## src/rtl/fallthru_pkg.sv

```systemverilog
package fallthru_pkg;

    localparam int unsigned DEF_WIDTH = 5;
    localparam int unsigned DEF_DEPTH = 64;

    // Transfers decided for the current clock edge
    typedef struct packed {
        logic push;   // a word enters the input stage
        logic pop;    // the output stage is emptied
    } xfer_t;

endpackage

```

## src/rtl/fallthru_stage.sv

```systemverilog
module fallthru_stage #(
    parameter int unsigned WIDTH = 5
) (
    input  logic             clk,
    input  logic             rst_n,
    input  logic             in_avail,
    input  logic [WIDTH-1:0] in_data,
    input  logic             out_free,
    output logic             valid,
    output logic [WIDTH-1:0] data
);

    typedef struct packed {
        logic             valid;
        logic [WIDTH-1:0] data;
    } slot_t;

    slot_t slot_d;
    slot_t slot_q;

    always_comb begin
        slot_d = slot_q;
        // the held word moves on when the next place is free
        if (slot_q.valid && out_free) begin
            slot_d.valid = 1'b0;
        end
        // an empty slot takes the word offered from upstream
        if (!slot_q.valid && in_avail) begin
            slot_d.valid = 1'b1;
            slot_d.data  = in_data;
        end
    end

    always_ff @(posedge clk or negedge rst_n) begin
        if (!rst_n) begin
            slot_q <= '0;
        end else begin
            slot_q <= slot_d;
        end
    end

    assign valid = slot_q.valid;
    assign data  = slot_q.data;

endmodule

```

## src/rtl/fallthru_hs.sv

```systemverilog
module fallthru_hs
    import fallthru_pkg::*;
(
    input  logic  shift_in,
    input  logic  shift_out,
    input  logic  head_valid,
    input  logic  tail_valid,
    output logic  in_ready,
    output logic  out_ready,
    output xfer_t xfer
);

    always_comb begin
        in_ready  = !head_valid;
        out_ready = tail_valid;
        xfer.push = shift_in  && !head_valid;
        xfer.pop  = shift_out && tail_valid;
    end

endmodule

```

## src/rtl/fallthru_odrv.sv

```systemverilog
module fallthru_odrv #(
    parameter int unsigned WIDTH = 5
) (
    input  logic             out_en,
    input  logic [WIDTH-1:0] tail_data,
    output logic [WIDTH-1:0] dout,
    output logic             dout_drive
);

    always_comb begin
        dout_drive = out_en;
        dout       = out_en ? tail_data : '0;
    end

endmodule

```

## src/rtl/fallthru_fifo.sv

```systemverilog
module fallthru_fifo
    import fallthru_pkg::*;
#(
    parameter int unsigned WIDTH = DEF_WIDTH,
    parameter int unsigned DEPTH = DEF_DEPTH
) (
    input  logic             clk,
    input  logic             rst_n,
    input  logic             shift_in,
    input  logic [WIDTH-1:0] din,
    output logic             in_ready,
    input  logic             shift_out,
    output logic             out_ready,
    input  logic             out_en,
    output logic [WIDTH-1:0] dout,
    output logic             dout_drive
);

    localparam int LAST = DEPTH - 1;

    logic             stg_valid [DEPTH];
    logic [WIDTH-1:0] stg_data  [DEPTH];
    xfer_t            xfer;

    fallthru_hs u_hs (
        .shift_in   (shift_in),
        .shift_out  (shift_out),
        .head_valid (stg_valid[0]),
        .tail_valid (stg_valid[LAST]),
        .in_ready   (in_ready),
        .out_ready  (out_ready),
        .xfer       (xfer)
    );

    for (genvar i = 0; i < DEPTH; i++) begin : g_stage
        logic             avail;
        logic [WIDTH-1:0] src;
        logic             free;

        if (i == 0) begin : g_head
            assign avail = xfer.push;
            assign src   = din;
        end else begin : g_body
            assign avail = stg_valid[i-1];
            assign src   = stg_data[i-1];
        end

        if (i == LAST) begin : g_tail
            assign free = xfer.pop;
        end else begin : g_mid
            assign free = !stg_valid[i+1];
        end

        fallthru_stage #(.WIDTH(WIDTH)) u_stage (
            .clk      (clk),
            .rst_n    (rst_n),
            .in_avail (avail),
            .in_data  (src),
            .out_free (free),
            .valid    (stg_valid[i]),
            .data     (stg_data[i])
        );
    end

    fallthru_odrv #(.WIDTH(WIDTH)) u_odrv (
        .out_en     (out_en),
        .tail_data  (stg_data[LAST]),
        .dout       (dout),
        .dout_drive (dout_drive)
    );

endmodule

```

## config.mk

```make
export PLATFORM = sky130hd
export DESIGN_NAME = fallthru_fifo
export DESIGN_NICKNAME = d
export VERILOG_FILES = /design/src/rtl/fallthru_pkg.sv /design/src/rtl/fallthru_stage.sv /design/src/rtl/fallthru_hs.sv /design/src/rtl/fallthru_odrv.sv /design/src/rtl/fallthru_fifo.sv
export SDC_FILE = /design/constraint.sdc
export NUM_CORES = 1
export LEC_CHECK = 0
export ABC_CLOCK_PERIOD_IN_PS = 2710
export BUFFER_PORTS_ARGS = -buffer_cell sky130_fd_sc_hd__buf_2
export CORE_UTILIZATION = 60
export CTS_CLUSTER_DIAMETER = 60
export DETAILED_ROUTE_END_ITERATION = 16
export PLACE_DENSITY = 0.72
export SLEW_MARGIN = 10
export SYNTH_ARGS = -nofsm -noshare
export SYNTH_HDL_FRONTEND = slang
export SYNTH_SLANG_ARGS = --single-unit
```

## constraint.sdc

```tcl
create_clock -name clk -period 2.71 [get_ports clk]
set_input_delay 0.4065 -clock clk [delete_from_list [all_inputs] [get_ports clk]]
set_output_delay 0.4065 -clock clk [all_outputs]
set_load 0.02 [all_outputs]
```

==> flow_summary.json, run 1 <==
{
  "status": "finished clean",
  "grt_pass1_wl_um": 36700,
  "ys_seq_area_frac": 0.661,
  "critPathArrivalTime_ps": 1200,
  "syn-num-nets": 961,
  "synth_area_leaders": "dfrtp_1, mux2_2, nand2_1, nand2b_1, clkbuf_2",
  "ys_types": 16,
  "netlist_area_mm2": 0.0145,
  "via_per_inst": 5.32,
  "max-cap-violations": 0,
  "finalClockSkew_ps": 16.3,
  "cts_tree": "yes",
  "rsz0062_at_grt": "false",
  "hp-class": "in2reg",
  "dr.first_iter.drc_count": 256,
  "synth.area.mux_share": 0.249,
  "synth_seq_cells": 384,
  "rows": 56,
  "ios": 18,
  "cts.sinks": 384,
  "vias": 6907,
  "design_area_mm2": 0.0160,
  "cts_setup_buffers": 0,
  "finalHoldViolCount": 0,
  "core_mm2": 0.0236,
  "numCtsBuffers": 39,
  "die_w_um": 158,
  "synth_cells": 951,
  "place_area_mm2": 0.0147,
  "wl_per_cell_um": 16.5,
  "tns_ps": 0,
  "placed_cells": 1228,
  "cts_buffer_depth": 3,
  "clkTransAtPathRegs_ps": 60,
  "hold_slack_ps": 52.8,
  "cp-end-kind": "output pin",
  "total_leakage_power_uw": 0.00838,
  "critPathMaxFanout": 2,
  "maxSlewHeadroom": 0.550,
  "worstMarginPinSlew_ps": 674,
  "syn_to_final_growth_pct": 10.0,
  "synth-compound-area-share": 0.00809,
  "wl_um": 21400,
  "maxSlewViolCount": 0,
  "drc": 0,
  "initial_core_util": 0.616,
  "avgSynthCellArea_um2": 15.3,
  "nets": 961,
  "grt_pass1_vias": 7647,
  "gp_congestion": 0.687,
  "cp-start-kind": "flip-flop",
  "track_usage": 0.187,
  "p_per_area_mw_per_mm2": 886,
  "yosys_warnings": 0,
  "synth_top_area_frac": 0.661,
  "synth-adder-area-share": 0,
  "fin_crit_sh": 0.593,
  "grt_max_degree": 82,
  "yosys.area_share.simple": 0.0552,
  "die_area_mm2": 0.0249,
  "drt.antenna.violating_nets": 0,
  "synth_xor_area_frac": 0,
  "path_class": "reg2out",
  "die_h_um": 158,
  "final_common_cell": "dfrtp_1",
  "htreeDepth": 2,
  "diodes": 0,
  "report.power.total_uw": 14200,
  "grt_antenna_before_repair": 0,
  "grt_overflow": 0,
  "synth_top_area_cell": "dfrtp_1",
  "min_period_ps": 1610,
  "clock_latency_ps": 520,
  "worstPathRequired_ps": 2300,
  "fmax_mhz": 622,
  "cts_root_buffer": "clkbuf_16",
  "layout_common_cells": "dfrtp_1, mux2_2, nand2_1",
  "io_buffers": 17,
  "cts-resized-gates": 0,
  "synth_top_family_by_area": "multiplexers",
  "place_hpwl_um": 14200,
  "nFillCells": 1628,
  "setup_viol": 0,
  "drive_gt1_frac": 0.412,
  "fin_cells": 1298,
  "drtPass1Iterations": 4,
  "peakVddDrop_mv": 0.776
}
-- area by class of cell --
class                   instances  area (um^2)  share of cell area
inverters                       1         3.75            0.000235
well taps                     319          399              0.0250
repair buffers                 23          193              0.0120
clock buffers                  60         1170              0.0734
flip-flops and latches        384         9610               0.601
clock inverters                 9         73.8             0.00461
multi-input cells             502         4540               0.284
-- critical path, stage by stage (launching register included) --
cell	delay, ps
dfrtp_1	370
and2_1	160
buf_2	150
-- flip-flops by register name, indices dropped and copies added (netlist names) --
signal                 cells
g_stage.u_stage.valid     64
g_stage.u_stage.data     320
-- through the flow --
step / utilization / setup slack (ps)
final: 0.677 / 1100
after global routing: 0.677 / 1050
after CTS: 0.677 / 1070
after detailed placement: 0.624 / 1280
after global placement: 0.624 / 1370
after floorplan: - / 1570
-- power by group --
part           internal (uW)  switching (uW)  total, uW
Sequential              6560             535       7090
Clock                   3070            2050       5130
Combinational           1070             891       1960
Total                  10700            3480      14200
-- cells in the mapped netlist --
cell type / count
nor2b_4: 1
nor2_1: 1
buf_4: 1
inv_1: 1
buf_6: 10
a21oi_1: 1
nor2b_1: 15
a21o_1: 15
nand2b_1: 48
mux2_2: 315
dfrtp_1: 384
buf_2: 6
nand2_1: 96
and2_1: 5
clkbuf_2: 47
mux2_4: 5
-- kinds of logic (layout without fill, tap and decap cells) --
family,Yosys count,count (layout)
compound gates,16,16
buf+inv,65,93
simple gates,166,166
flops,384,384
mux,320,320
-- worst paths after layout --
path	end	from	slack [ps]	cells past startpoint
setup / recovery	dout[4]	g_stage[63].u_stage.data[4]	1100	2
hold / removal	g_stage[63].u_stage.valid	shift_out	50	2
setup reg to reg	g_stage[57].u_stage.data[4]	g_stage[56].u_stage.valid	1300	2
hold reg to reg	g_stage[17].u_stage.data[3]	g_stage[16].u_stage.data[3]	490	1
max in group asynchronous	g_stage[39].u_stage.data[4]	rst_n	1320	3
min in group asynchronous	g_stage[44].u_stage.valid	rst_n	480	2
-- layer usage --
layer | up-vias | routed length, um | track usage
met1 | 3613 | 9560 | 0.239
li1 | 3205 | - | -
met5 | - | 0 | 0
met2 | 59 | 10900 | 0.319
met4 | 0 | 440 | 0.0703
met3 | 30 | 525 | 0.0320
-- timing repair --
item,CTS,global route
hold buffers,1,0
endpoints found under the setup margin,0,0
endpoints found under the hold margin,76,0
(Power assumes the default switching activity.)
==> run 2: changes to the inputs <==
--- a/config.mk
+++ b/config.mk
@@ -5,12 +5,13 @@
 export SDC_FILE = /design/constraint.sdc
 export NUM_CORES = 1
 export LEC_CHECK = 0
-export ABC_CLOCK_PERIOD_IN_PS = 2710
+export ABC_AREA = 1
+export ABC_CLOCK_PERIOD_IN_PS = 1300
 export BUFFER_PORTS_ARGS = -buffer_cell sky130_fd_sc_hd__buf_2
-export CORE_UTILIZATION = 60
+export CORE_UTILIZATION = 56
 export CTS_CLUSTER_DIAMETER = 60
 export DETAILED_ROUTE_END_ITERATION = 16
-export PLACE_DENSITY = 0.72
+export PLACE_DENSITY = 0.71
 export SLEW_MARGIN = 10
 export SYNTH_ARGS = -nofsm -noshare
 export SYNTH_HDL_FRONTEND = slang
==> constraint.sdc (replaced) <==
create_clock -name clk -period 1.3 [get_ports clk]
set_input_delay 0.195 -clock clk [delete_from_list [all_inputs] [get_ports clk]]
set_output_delay 0.195 -clock clk [all_outputs]
set_load 0.02 [all_outputs]
==> flow_summary.json, run 2 <==
{
  "status": "finished, violations left",
  "violations": "DRC, setup timing",
  "synth-edff-count": 0,
  "netlist_area_mm2": 0.0150,
  "peakVddDrop_mv": 1.28,
  "finalClockSkew_ps": 8.05,
  "min_period_ps": 1310,
  "wl_um": 25100,
  "synth_seq_cells": 384,
  "synth.area.mux_share": 0,
  "initial_core_util": 0.574,
  "ys_types": 11,
  "gp_congestion": 0.759,
  "ys_seq_area_frac": 0.639,
  "worstPathRequired_ps": 1110,
  "drtPass1Iterations": 10,
  "nFillCells": 2055,
  "syn-num-nets": 1557,
  "finalWorstSetupSlack_ps": -13.8,
  "synthTopCellsByCount": "nand2_1, dfrtp_1, nand3_1",
  "die_w_um": 166,
  "diodes": 0,
  "layout_common_cells": "nand2_1, dfrtp_1, nand3_1",
  "tns_ps": -59.3,
  "rsz0062_at_grt": "true",
  "grt_pass1_wl_um": 45700,
  "synth_top_area_cell": "dfrtp_1",
  "finalHoldViolCount": 0,
  "max-cap-violations": 0,
  "die_area_mm2": 0.0275,
  "ys.flop_type": "dfrtp_1",
  "p_per_area_mw_per_mm2": 1820,
  "synth_xor_area_frac": 0,
  "yosys.area_share.simple": 0.313,
  "ios": 18,
  "synth-adder-area-share": 0,
  "worstMarginPinSlew_ps": 355,
  "drt.antenna.violating_nets": 0,
  "design_area_mm2": 0.0172,
  "syn_to_final_growth_pct": 14.6,
  "cts_root_buffer": "clkbuf_16",
  "via_per_inst": 5.16,
  "fin_crit_sh": 1.01,
  "synth_cells": 1547,
  "grt_pass1_vias": 10375,
  "core_mm2": 0.0262,
  "synth-compound-area-share": 0.0213,
  "cp-end-kind": "output pin",
  "final_common_cell": "nand2_1",
  "fmax_mhz": 761,
  "track_usage": 0.195,
  "maxSlewHeadroom": 0.763,
  "critPathMaxFanout": 2,
  "grt_antenna_before_repair": 0,
  "vias": 10322,
  "die_h_um": 166,
  "grt_max_degree": 66,
  "synth_top_family_by_area": "simple AND/OR/NAND/NOR gates",
  "cts_tree": "yes",
  "synth_area_leaders": "dfrtp_1, nand2_1, nand3_1, nand2_4, inv_4",
  "synthMostInstantiatedCell": "nand2_1",
  "avgSynthCellArea_um2": 9.72,
  "drive_gt1_frac": 0.137,
  "io_buffers": 17,
  "yosys_warnings": 0,
  "synth_top_area_frac": 0.639,
  "cts_buffer_depth": 3,
  "htreeDepth": 2,
  "cts.sinks": 384,
  "clock_latency_ps": 530,
  "nets": 1644,
  "hp-class": "in2async",
  "place_area_mm2": 0.0157,
  "critPathArrivalTime_ps": 1120,
  "report.power.total_uw": 31400,
  "largest_register_ffs": 320,
  "place_hpwl_um": 16400,
  "place_ws_ps": 307,
  "wl_per_cell_um": 12.6,
  "clkTransAtPathRegs_ps": 60,
  "maxSlewViolCount": 0,
  "cp-start-kind": "flip-flop",
  "dr.first_iter.drc_count": 607,
  "numCtsBuffers": 41,
  "setup_viol": 6,
  "grt_overflow": 0,
  "hold_slack_ps": 143,
  "async_flop_share": 1.00,
  "rows": 59,
  "total_leakage_power_uw": 0.00938,
  "drc": 1,
  "path_class": "reg2out"
}
[run 2: cell types whose count changed after synthesis, sizes merged, moves of 15 or more]
cell and delta:
nand2b -48, buf -16, a21o -15, nand2 +613
o21ai +64, nand3 +320, clkbuf -47, nor2b -16
mux2 -320, inv +68
[run 2: worst max-delay path, stage by stage, from the launching register on]
cell and delay (ps):
dfrtp_1 380, nand2_1 60, inv_1 40, buf_6 120
[run 2: logic make-up (layout without fill, tap and decap cells)]
logic type	count (synthesis)	count (layout)
DFF	384	384
buffers and inverters	70	188
AOI/OAI and AO/OA	64	64
and+or+nand+nor	1029	1029
[run 2: final timing paths]
path                                        startpoint                     endpoint  slack, ps  cells after the start
max                        g_stage[63].u_stage.data[1]                      dout[1]        -10                      3
min                                              rst_n    g_stage[39].u_stage.valid        140                      2
max reg2reg                  g_stage[63].u_stage.valid  g_stage[63].u_stage.data[0]        310                      4
min reg2reg                g_stage[30].u_stage.data[0]  g_stage[30].u_stage.data[0]        470                      2
max in group asynchronous                        rst_n  g_stage[57].u_stage.data[2]        480                      3
min in group clk                             shift_out    g_stage[63].u_stage.valid        410                      3
[run 2: timing repair]
item                                   CTS  global route
pin swaps                                3             2
hold buffers                             8             0
gates resized for setup                 13             0
setup buffers                            3             1
setup endpoints to repair                6             6
endpoints found under the hold margin  391             0
[run 2: power breakdown]
group / leakage, uW / switching [uW] / internal (uW)
Combinational: 0.00342 / 2950 / 1540
Sequential: 0.00528 / 1900 / 13400
Clock: 0.000673 / 4540 / 7020
Total: 0.00938 / 9390 / 22000
[run 2: through the flow]
step	util	std cells
floorplan	-	1547
global placement	0.600	1914
detailed placement	0.600	1914
CTS	0.658	1999
global route	0.658	2000
finish	0.658	2000
[run 2: final cells by class]
cell class / count / area (um^2) / share of cell area
multi-input combinational: 1093 / 5030 / 0.291
clock inverter: 15 / 168 / 0.00972
tap: 335 / 419 / 0.0243
sequential: 384 / 9610 / 0.557
clock buffer: 59 / 1200 / 0.0694
timing repair buffer: 45 / 425 / 0.0247
inverter: 69 / 399 / 0.0231
[run 2: per-layer routing]
metal / vias to the layer above / track usage / share of wire
li1: 5249 / - / -
met1: 4937 / 0.258 / 0.47
met2: 92 / 0.334 / 0.48
met3: 44 / 0.0312 / 0.026
met4: 0 / 0.0593 / 0.022
met5: - / 0 / 0
